[src/rtl/e1fa_pkg.sv]
package e1fa_pkg;

  // strobes from the control FSM to the datapath
  typedef struct packed {
    logic lock;      // reload the bit counter at a fresh candidate
  } ctrlStrb_t;

  // observations from the datapath for the control FSM
  typedef struct packed {
    logic hitNow;    // accepted bit completes an alignment word
    logic atCheck;   // accepted bit is bit 8 of timeslot 0
    logic atWrap;    // accepted bit is the last bit of a frame
    logic fasHit;    // window equals the alignment word
    logic spareOk;   // bit 2 of the window is one
    logic curFas;    // current frame is a word-carrying frame
  } dpStat_t;

  typedef enum logic [2:0] {
    ST_HUNT,
    ST_WANT_ABSENT,
    ST_HOLD_OFF,
    ST_WANT_PRESENT,
    ST_LOCKED
  } alignSt_t;

endpackage

[src/rtl/e1fa_datapath.sv]
module e1fa_datapath
  import e1fa_pkg::*;
#(
  parameter int FRAME_BITS = 256,
  parameter int SLOT_BITS  = 8,
  parameter logic [SLOT_BITS-2:0] FAS_WORD = 7'b0011011,
  localparam int CNT_W  = $clog2(FRAME_BITS + 1),
  localparam int SLOT_W = $clog2(FRAME_BITS / SLOT_BITS),
  localparam int PAT_W  = SLOT_BITS - 1,
  localparam int SLOT_SH = $clog2(SLOT_BITS)
) (
  input  logic              clk,
  input  logic              rst,
  input  logic              bitEn,
  input  logic              bitIn,
  input  ctrlStrb_t         strb,
  output dpStat_t           stat,
  output logic [CNT_W-1:0]  bitNum,
  output logic [SLOT_W-1:0] slotNum
);

  logic [PAT_W-2:0] histReg;
  logic [PAT_W-1:0] window;
  logic [CNT_W-1:0] posCnt;
  logic             fasPhase;
  logic [CNT_W-1:0] posLess;
  logic             lastBit;

  assign window  = {histReg, bitIn};
  assign lastBit = (posCnt == CNT_W'(FRAME_BITS));

  always_ff @(posedge clk) begin
    if (rst) begin
      histReg  <= '0;
      posCnt   <= CNT_W'(1);
      fasPhase <= 1'b0;
    end else if (bitEn) begin
      histReg <= window[PAT_W-2:0];
      if (strb.lock) begin
        posCnt   <= CNT_W'(SLOT_BITS + 1);
        fasPhase <= 1'b1;
      end else if (lastBit) begin
        posCnt   <= CNT_W'(1);
        fasPhase <= ~fasPhase;
      end else begin
        posCnt <= posCnt + 1'b1;
      end
    end
  end

  always_comb begin
    stat.fasHit  = (window == FAS_WORD);
    stat.spareOk = window[PAT_W-1];
    stat.hitNow  = bitEn && stat.fasHit;
    stat.atCheck = bitEn && (posCnt == CNT_W'(SLOT_BITS));
    stat.atWrap  = bitEn && lastBit;
    stat.curFas  = fasPhase;
  end

  assign posLess = posCnt - 1'b1;
  assign bitNum  = posCnt;
  assign slotNum = posLess[SLOT_SH +: SLOT_W];

endmodule

[src/rtl/e1fa_control.sv]
module e1fa_control
  import e1fa_pkg::*;
#(
  parameter int LOSS_LIMIT = 3,
  localparam int ERR_W = $clog2(LOSS_LIMIT + 1)
) (
  input  logic      clk,
  input  logic      rst,
  input  dpStat_t   stat,
  output ctrlStrb_t strb,
  output logic      inFrame
);

  alignSt_t         state;
  logic [ERR_W-1:0] fasErr;
  logic [ERR_W-1:0] spareErr;

  always_comb strb.lock = (state == ST_HUNT) && stat.hitNow;

  always_ff @(posedge clk) begin
    if (rst) begin
      state    <= ST_HUNT;
      inFrame  <= 1'b0;
      fasErr   <= '0;
      spareErr <= '0;
    end else begin
      unique case (state)
        ST_HUNT: begin
          if (stat.hitNow) state <= ST_WANT_ABSENT;
        end
        ST_WANT_ABSENT: begin
          if (stat.atCheck) state <= stat.fasHit ? ST_HOLD_OFF : ST_WANT_PRESENT;
        end
        ST_HOLD_OFF: begin
          if (stat.atWrap) state <= ST_HUNT;
        end
        ST_WANT_PRESENT: begin
          if (stat.atCheck) begin
            if (stat.fasHit) begin
              state    <= ST_LOCKED;
              inFrame  <= 1'b1;
              fasErr   <= '0;
              spareErr <= '0;
            end else begin
              state <= ST_HUNT;
            end
          end
        end
        ST_LOCKED: begin
          if (stat.atCheck) begin
            if (stat.curFas) begin
              if (stat.fasHit) begin
                fasErr <= '0;
              end else if (fasErr == ERR_W'(LOSS_LIMIT - 1)) begin
                state    <= ST_HUNT;
                inFrame  <= 1'b0;
                fasErr   <= '0;
                spareErr <= '0;
              end else begin
                fasErr <= fasErr + 1'b1;
              end
            end else begin
              if (stat.spareOk) begin
                spareErr <= '0;
              end else if (spareErr == ERR_W'(LOSS_LIMIT - 1)) begin
                state    <= ST_HUNT;
                inFrame  <= 1'b0;
                fasErr   <= '0;
                spareErr <= '0;
              end else begin
                spareErr <= spareErr + 1'b1;
              end
            end
          end
        end
        default: state <= ST_HUNT;
      endcase
    end
  end

endmodule

[src/rtl/e1fa_top.sv]
module e1fa_top
  import e1fa_pkg::*;
#(
  parameter int FRAME_BITS = 256,
  parameter int SLOT_BITS  = 8,
  parameter logic [SLOT_BITS-2:0] FAS_WORD = 7'b0011011,
  parameter int LOSS_LIMIT = 3,
  localparam int CNT_W  = $clog2(FRAME_BITS + 1),
  localparam int SLOT_W = $clog2(FRAME_BITS / SLOT_BITS)
) (
  input  logic              clk,
  input  logic              rst,
  input  logic              bitEn,
  input  logic              bitIn,
  output logic              inFrame,
  output logic [CNT_W-1:0]  bitNum,
  output logic [SLOT_W-1:0] slotNum,
  output logic              frameStart,
  output logic              fasFrame
);

  ctrlStrb_t strb;
  dpStat_t   stat;

  e1fa_datapath #(
    .FRAME_BITS(FRAME_BITS),
    .SLOT_BITS (SLOT_BITS),
    .FAS_WORD  (FAS_WORD)
  ) dp_i (
    .clk    (clk),
    .rst    (rst),
    .bitEn  (bitEn),
    .bitIn  (bitIn),
    .strb   (strb),
    .stat   (stat),
    .bitNum (bitNum),
    .slotNum(slotNum)
  );

  e1fa_control #(
    .LOSS_LIMIT(LOSS_LIMIT)
  ) ctl_i (
    .clk    (clk),
    .rst    (rst),
    .stat   (stat),
    .strb   (strb),
    .inFrame(inFrame)
  );

  assign frameStart = inFrame && (bitNum == CNT_W'(1));
  assign fasFrame   = inFrame && stat.curFas;

endmodule

[config.mk]
export PLATFORM = sky130hd
export DESIGN_NAME = e1fa_top
export DESIGN_NICKNAME = d
export VERILOG_FILES = /design/src/rtl/e1fa_pkg.sv /design/src/rtl/e1fa_datapath.sv /design/src/rtl/e1fa_control.sv /design/src/rtl/e1fa_top.sv
export SDC_FILE = /design/constraint.sdc
export NUM_CORES = 1
export LEC_CHECK = 0
export BUFFER_PORTS_ARGS = -buffer_cell sky130_fd_sc_hd__clkbuf_2
export CORE_MARGIN = 5
export CORE_UTILIZATION = 60
export DETAILED_ROUTE_END_ITERATION = 10
export PLACE_DENSITY = 0.83
export SKIP_CTS_REPAIR_TIMING = 1
export SLEW_MARGIN = 20
export SYNTH_ARGS = -nofsm -noshare
export SYNTH_HDL_FRONTEND = slang
export SYNTH_HIERARCHICAL = 1
export SYNTH_SLANG_ARGS = --single-unit
[constraint.sdc]
create_clock -name clk -period 6.66 [get_ports clk]
set_clock_uncertainty 0.15 [all_clocks]
set_input_delay 0.333 -clock clk [delete_from_list [all_inputs] [get_ports clk]]
set_output_delay 0.333 -clock clk [all_outputs]
set_load 0.01 [all_outputs]
======== Word-level counts from Yosys, hierarchy flattened ========
Index checks and enable logic that the tools add are counted.
operators by class
  $add $sub $neg .......................... 4
  equality and inequality tests ........... 20
  muxes and demuxes ....................... 42
  bitwise operators ....................... 1
  reduce and logical (&&, ||, !) cells .... 14
operator list
  cell                                                                 number
  3-bit 2-to-1 mux                                                     11
  2-bit 2-to-1 mux                                                     14
  9-bit 2-to-1 mux                                                     2
  3-bit one-hot mux with 5 select lines                                1
  2-bit by 1-bit != test with 1-bit output (second input constant)     6
  6-bit AND reduction                                                  2
  1-bit 2-to-1 mux                                                     11
  9-bit by 1-bit adder with 9-bit output (second input constant)       1
  9-bit by 1-bit == test with 1-bit output (second input constant)     1
  9-bit by 4-bit == test with 1-bit output (second input constant)     1
  9-bit == test (second input constant)                                1
  9-bit AND reduction                                                  1
  2-bit one-hot mux with 2 select lines                                2
  8-bit AND reduction                                                  1
  8-bit by 1-bit subtractor with 8-bit output (second input constant)  1
  7-bit by 5-bit == test with 1-bit output (second input constant)     1
  3-bit by 2-bit == test with 1-bit output (second input constant)     2
  1-bit logical AND                                                    6
  3-bit by 2-bit != test with 1-bit output (second input constant)     2
  3-bit != test (second input constant)                                2
  2-bit by 1-bit adder with 2-bit output (second input constant)       2
  2-bit == test (second input constant)                                2
  2-bit nonzero test                                                   2
  3-bit by 1-bit == test with 1-bit output (second input constant)     1
  other kinds (5)                                                      5
storage, ports and cells
  register bits after elaboration ......... 24
  input port bits ......................... 4
  output and inout bits ................... 17
  logic and storage cells ................. 88

======== Depth between registers and ports, before layout ========
  word-level depth ........................ 6
  mapped depth ............................ 8
  gate-level depth less buffers ........... 8

======== By module ========
The synthesis kept the hierarchy.
modules (own cells, without submodules)
  module         times used  cells each  area each (sq um)  sequential area each (sq um)
  e1fa_datapath  1           106         955.9              320.3
  e1fa_control   1           51          459.2              160.2
  e1fa_top       1           4           38.8               0.0

======== Worst setup path before layout ========
No wires, ideal clock.
  path kind ............................... register to register
  start point ............................. reg dp_i.posCnt[2] (netlist: dp_i/bitNum[2])
  end point ............................... reg ctl_i.spareErr[0]
  library setup time ...................... 0.123 ns
  data arrival time ....................... 1.911 ns
  required time ........................... 6.387 ns
  path slack .............................. 4.476 ns
  stages on the path, launching flop included .. 9
  path buffers ............................ 2
  clock period less this slack ............ 2.184 ns
  cells stage by stage .................... dfxtp_1 -> buf_4 -> nor4_1 -> nand3_1 -> nor4b_1 -> clkbuf_1 -> o21a_1 -> nand2_1 -> mux2_1
RTL lines
  element                   RTL line             text
  start: declaration        e1fa_datapath.sv:24  logic [CNT_W-1:0] posCnt;
  start signal: assignment  e1fa_datapath.sv:40  posCnt <= CNT_W'(SLOT_BITS + 1);
  start signal: assignment  e1fa_datapath.sv:46  posCnt <= posCnt + 1'b1;
  end signal: assignment    e1fa_control.sv:71   spareErr <= spareErr + 1'b1;
  end: declaration          e1fa_control.sv:16   logic [ERR_W-1:0] spareErr;

==> impl_metrics.yaml <==
outcome:
  outcome: "finished clean"
global_routing:
  antenna_found_initial: 0
  overflow: 0
  grt_start_max_net_pins: 27
  grt_usage: 0.197
  grt_pass1_wl_mm: 5.49
  grt_pass1_vias: 1220
clock_tree:
  insertion_delay_ns: 0.31
  clk_pin_slew_ns: 0.13
  cts.sinks: 24
  cts_buffers: 3
  htreeDepth: 1
  root_buffer: "clkbuf_4"
  clock_path_buffers: 2
  cts_tree: "yes"
layout:
  n_antenna_cell: 0
  syn_to_final_growth_pct: 7.14
  final_cell_mix: "dfxtp_1 (24), clkbuf_2 (20), nor2_1 (12)"
  drive_above_1_share: 0.228
  fin_area_um2: 1560
  mostFrequentLayoutCell: "dfxtp_1"
  fin_nets: 179
die:
  num_io_pins: 21
  die_height_um: 59.2
  dieArea_um2: 3510
  rows: 17
  core-area_um2: 2250
  start_util: 0.645
  die_w_um: 59.2
placement:
  place.detailed.hpwl_mm: 2.23
  dpl_cell_area_um2: 1520
  place_congestion: 0.769
  port_buffers: 20
min_path:
  hold_start: "bitIn"
  hold_path_class: "in2reg"
worst_setup_path:
  crit_chain: "nand4b_1, nor4b_1, and2_1, nand2b_1, nor3_1, a21o_1, a221oi_1"
  r2r_start: "dp_i/histReg[1]$_SDFFE_PP0P_"
  cp_num_buf_inv: 0
  path_class: "reg2reg"
  start_kind: "flop"
  endpoint_kind: "flop"
  worstPathRequired_ns: 6.69
  crit_arrival_ns: 2.67
  crit_family: "simple AND/OR/NAND/NOR gates"
  crit_start: "dp_i/histReg[1]$_SDFFE_PP0P_"
  crit_fanout: 7
  max_stage_delay_ns: 0.63
  cp_slowest_cell: "nor4b_1"
run:
  max-cap-violations: 0
sta:
  rsz0062_at_grt: "false"
  hold_viol_final: 0
  min_period_ns: 2.64
  setup_viol: 0
  fmax_mhz: 379
  slew_violations: 0
  finalCritPeriodShare: 0.396
  setup_tns_ns: 0
  worst_pin_slew_ns: 0.690
  max_slew_margin: 0.534
power:
  pwr-share-comb: 0.139
  clockPowerShare: 0.290
  power.leakage_nw: 0.615
  irDropWorstVdd_v: 0.000112
  p_per_area_nw_per_um2: 172
  switching_share: 0.267
  seq_power_share: 0.571
  p_sw_mw: 0.0718
  power.internal_mw: 0.197
logic_synthesis:
  ys_types: 51
  synth_area_um2: 1450
  yosysWarnings: 6
  ys.flop_type: "dfxtp_1"
  postSynthAreaPerCell_um2: 9.03
  syn-num-nets: 168
  netlist_instances: 161
  yosysSeqAreaShare: 0.330
  synth_edf_count: 0
  synth_seq_cells: 24
  async_reset_ff_frac: 0
routing:
  routed_wl_mm: 3.13
  ant_nets: 0
  dr_total_vias: 1235
  drc: 0
  drt-pass1-iter-count: 4
  drt_iter0_markers: 52
  avgViaCountPerCell: 6.21
  avgRoutedWirePerCell_um: 15.7
[per-stage QoR]
stage / setup slack, ns / instances / power [mW] / hold WS [ns] / utilization
2_1_floorplan: 4.48 / 161 / 0.183 / 0.287 / -
3_3_place_gp: 3.86 / 195 / 0.192 / 0.311 / 0.672
3_5_place_dp: 3.88 / 195 / 0.193 / 0.325 / 0.672
4_1_cts: 3.95 / 199 / 0.270 / 0.115 / 0.688
5_1_grt: 3.83 / 199 / 0.283 / 0.130 / 0.691
6_report: 4.02 / 199 / 0.269 / 0.123 / 0.691
[power groups by stage]
stage	Combinational (mW)	Sequential, mW	Clock (mW)
4_1_cts	0.0373	0.153	0.0798
2_1_floorplan	0.0285	0.154	0
5_1_grt	0.0417	0.154	0.0869
6_report	0.0374	0.153	0.0779
3_3_place_gp	0.0356	0.156	0
3_5_place_dp	0.0372	0.156	0
[kinds of logic (layout without fill, tap and decap cells)]
family | after synthesis | count (layout) | synth area share
compound gates | 27 | 27 | 0.144
buf+inv | 18 | 28 | 0.0611
flops | 24 | 24 | 0.330
xor+xnor | 8 | 8 | 0.0482
simple gates | 72 | 72 | 0.328
mux | 9 | 9 | 0.0628
fa+ha+maj | 3 | 3 | 0.0258
[metal layers]
layer / track usage / routed length [um] / up-vias
met5: 0 / 0 / -
met4: 0.0809 / 48 / 0
met3: 0.0327 / 205 / 6
met2: 0.340 / 1590 / 42
met1: 0.240 / 1290 / 580
li1: - / - / 607
[path summary, 6_finish.rpt]
| kind | endpoint | slack (ns) | cells past startpoint |
|---|---|---|---|
| max | dp_i/bitNum[8]$_SDFFE_PP0P_ | 4.02 | 7 |
| min | dp_i/histReg[0]$_SDFFE_PP0P_ | 0.12 | 3 |
| max reg2reg | dp_i/bitNum[8]$_SDFFE_PP0P_ | 4.02 | 7 |
| min reg2reg | ctl_i/fasErr[0]$_SDFFE_PP0P_ | 0.36 | 1 |
[registers in the layout, indices dropped and copies added (netlist names)]
signal / flops
ctl_i/spareErr: 2
ctl_i/state: 3
ctl_i/inFrame: 1
dp_i/bitNum: 9
dp_i/fasPhase: 1
ctl_i/fasErr: 2
dp_i/histReg: 6
[worst min-delay path, delay by kind of cell]
| family | cells | cell delay (ns) |
|---|---|---|
| buffers and inverters | 1 | 0.09 |
| and+or+nand+nor | 1 | 0.07 |
| muxes | 1 | 0.06 |
[Yosys cell counts (3+ instances only)]
library cell | instances | share of area
buf_2 | 5 | 0.017
nand2b_1 | 5 | 0.022
buf_4 | 4 | 0.021
nand3_1 | 5 | 0.017
ha_1 | 3 | 0.026
nor3b_1 | 3 | 0.015
nor3_1 | 6 | 0.021
xor2_1 | 5 | 0.030
mux2i_1 | 8 | 0.055
a21oi_1 | 6 | 0.021
nand2_1 | 9 | 0.023
nor4b_1 | 3 | 0.018
xnor2_1 | 3 | 0.018
dfxtp_1 | 24 | 0.33
nand3b_1 | 3 | 0.015
o21ai_0 | 4 | 0.014
a211oi_1 | 3 | 0.015
clkbuf_1 | 3 | 0.0077
nor2_1 | 12 | 0.031
inv_1 | 4 | 0.010
[area by class of cell]
| type | count | area, um2 |
|---|---|---|
| Sequential cell | 24 | 480 |
| Timing Repair Buffer | 20 | 100 |
| Tap cell | 28 | 35.0 |
| Multi-Input combinational cell | 119 | 891 |
| Inverter | 4 | 15.0 |
| Fill cell | 183 | 697 |
| Clock buffer | 4 | 36.3 |
Power figures use the tool's default switching activity.
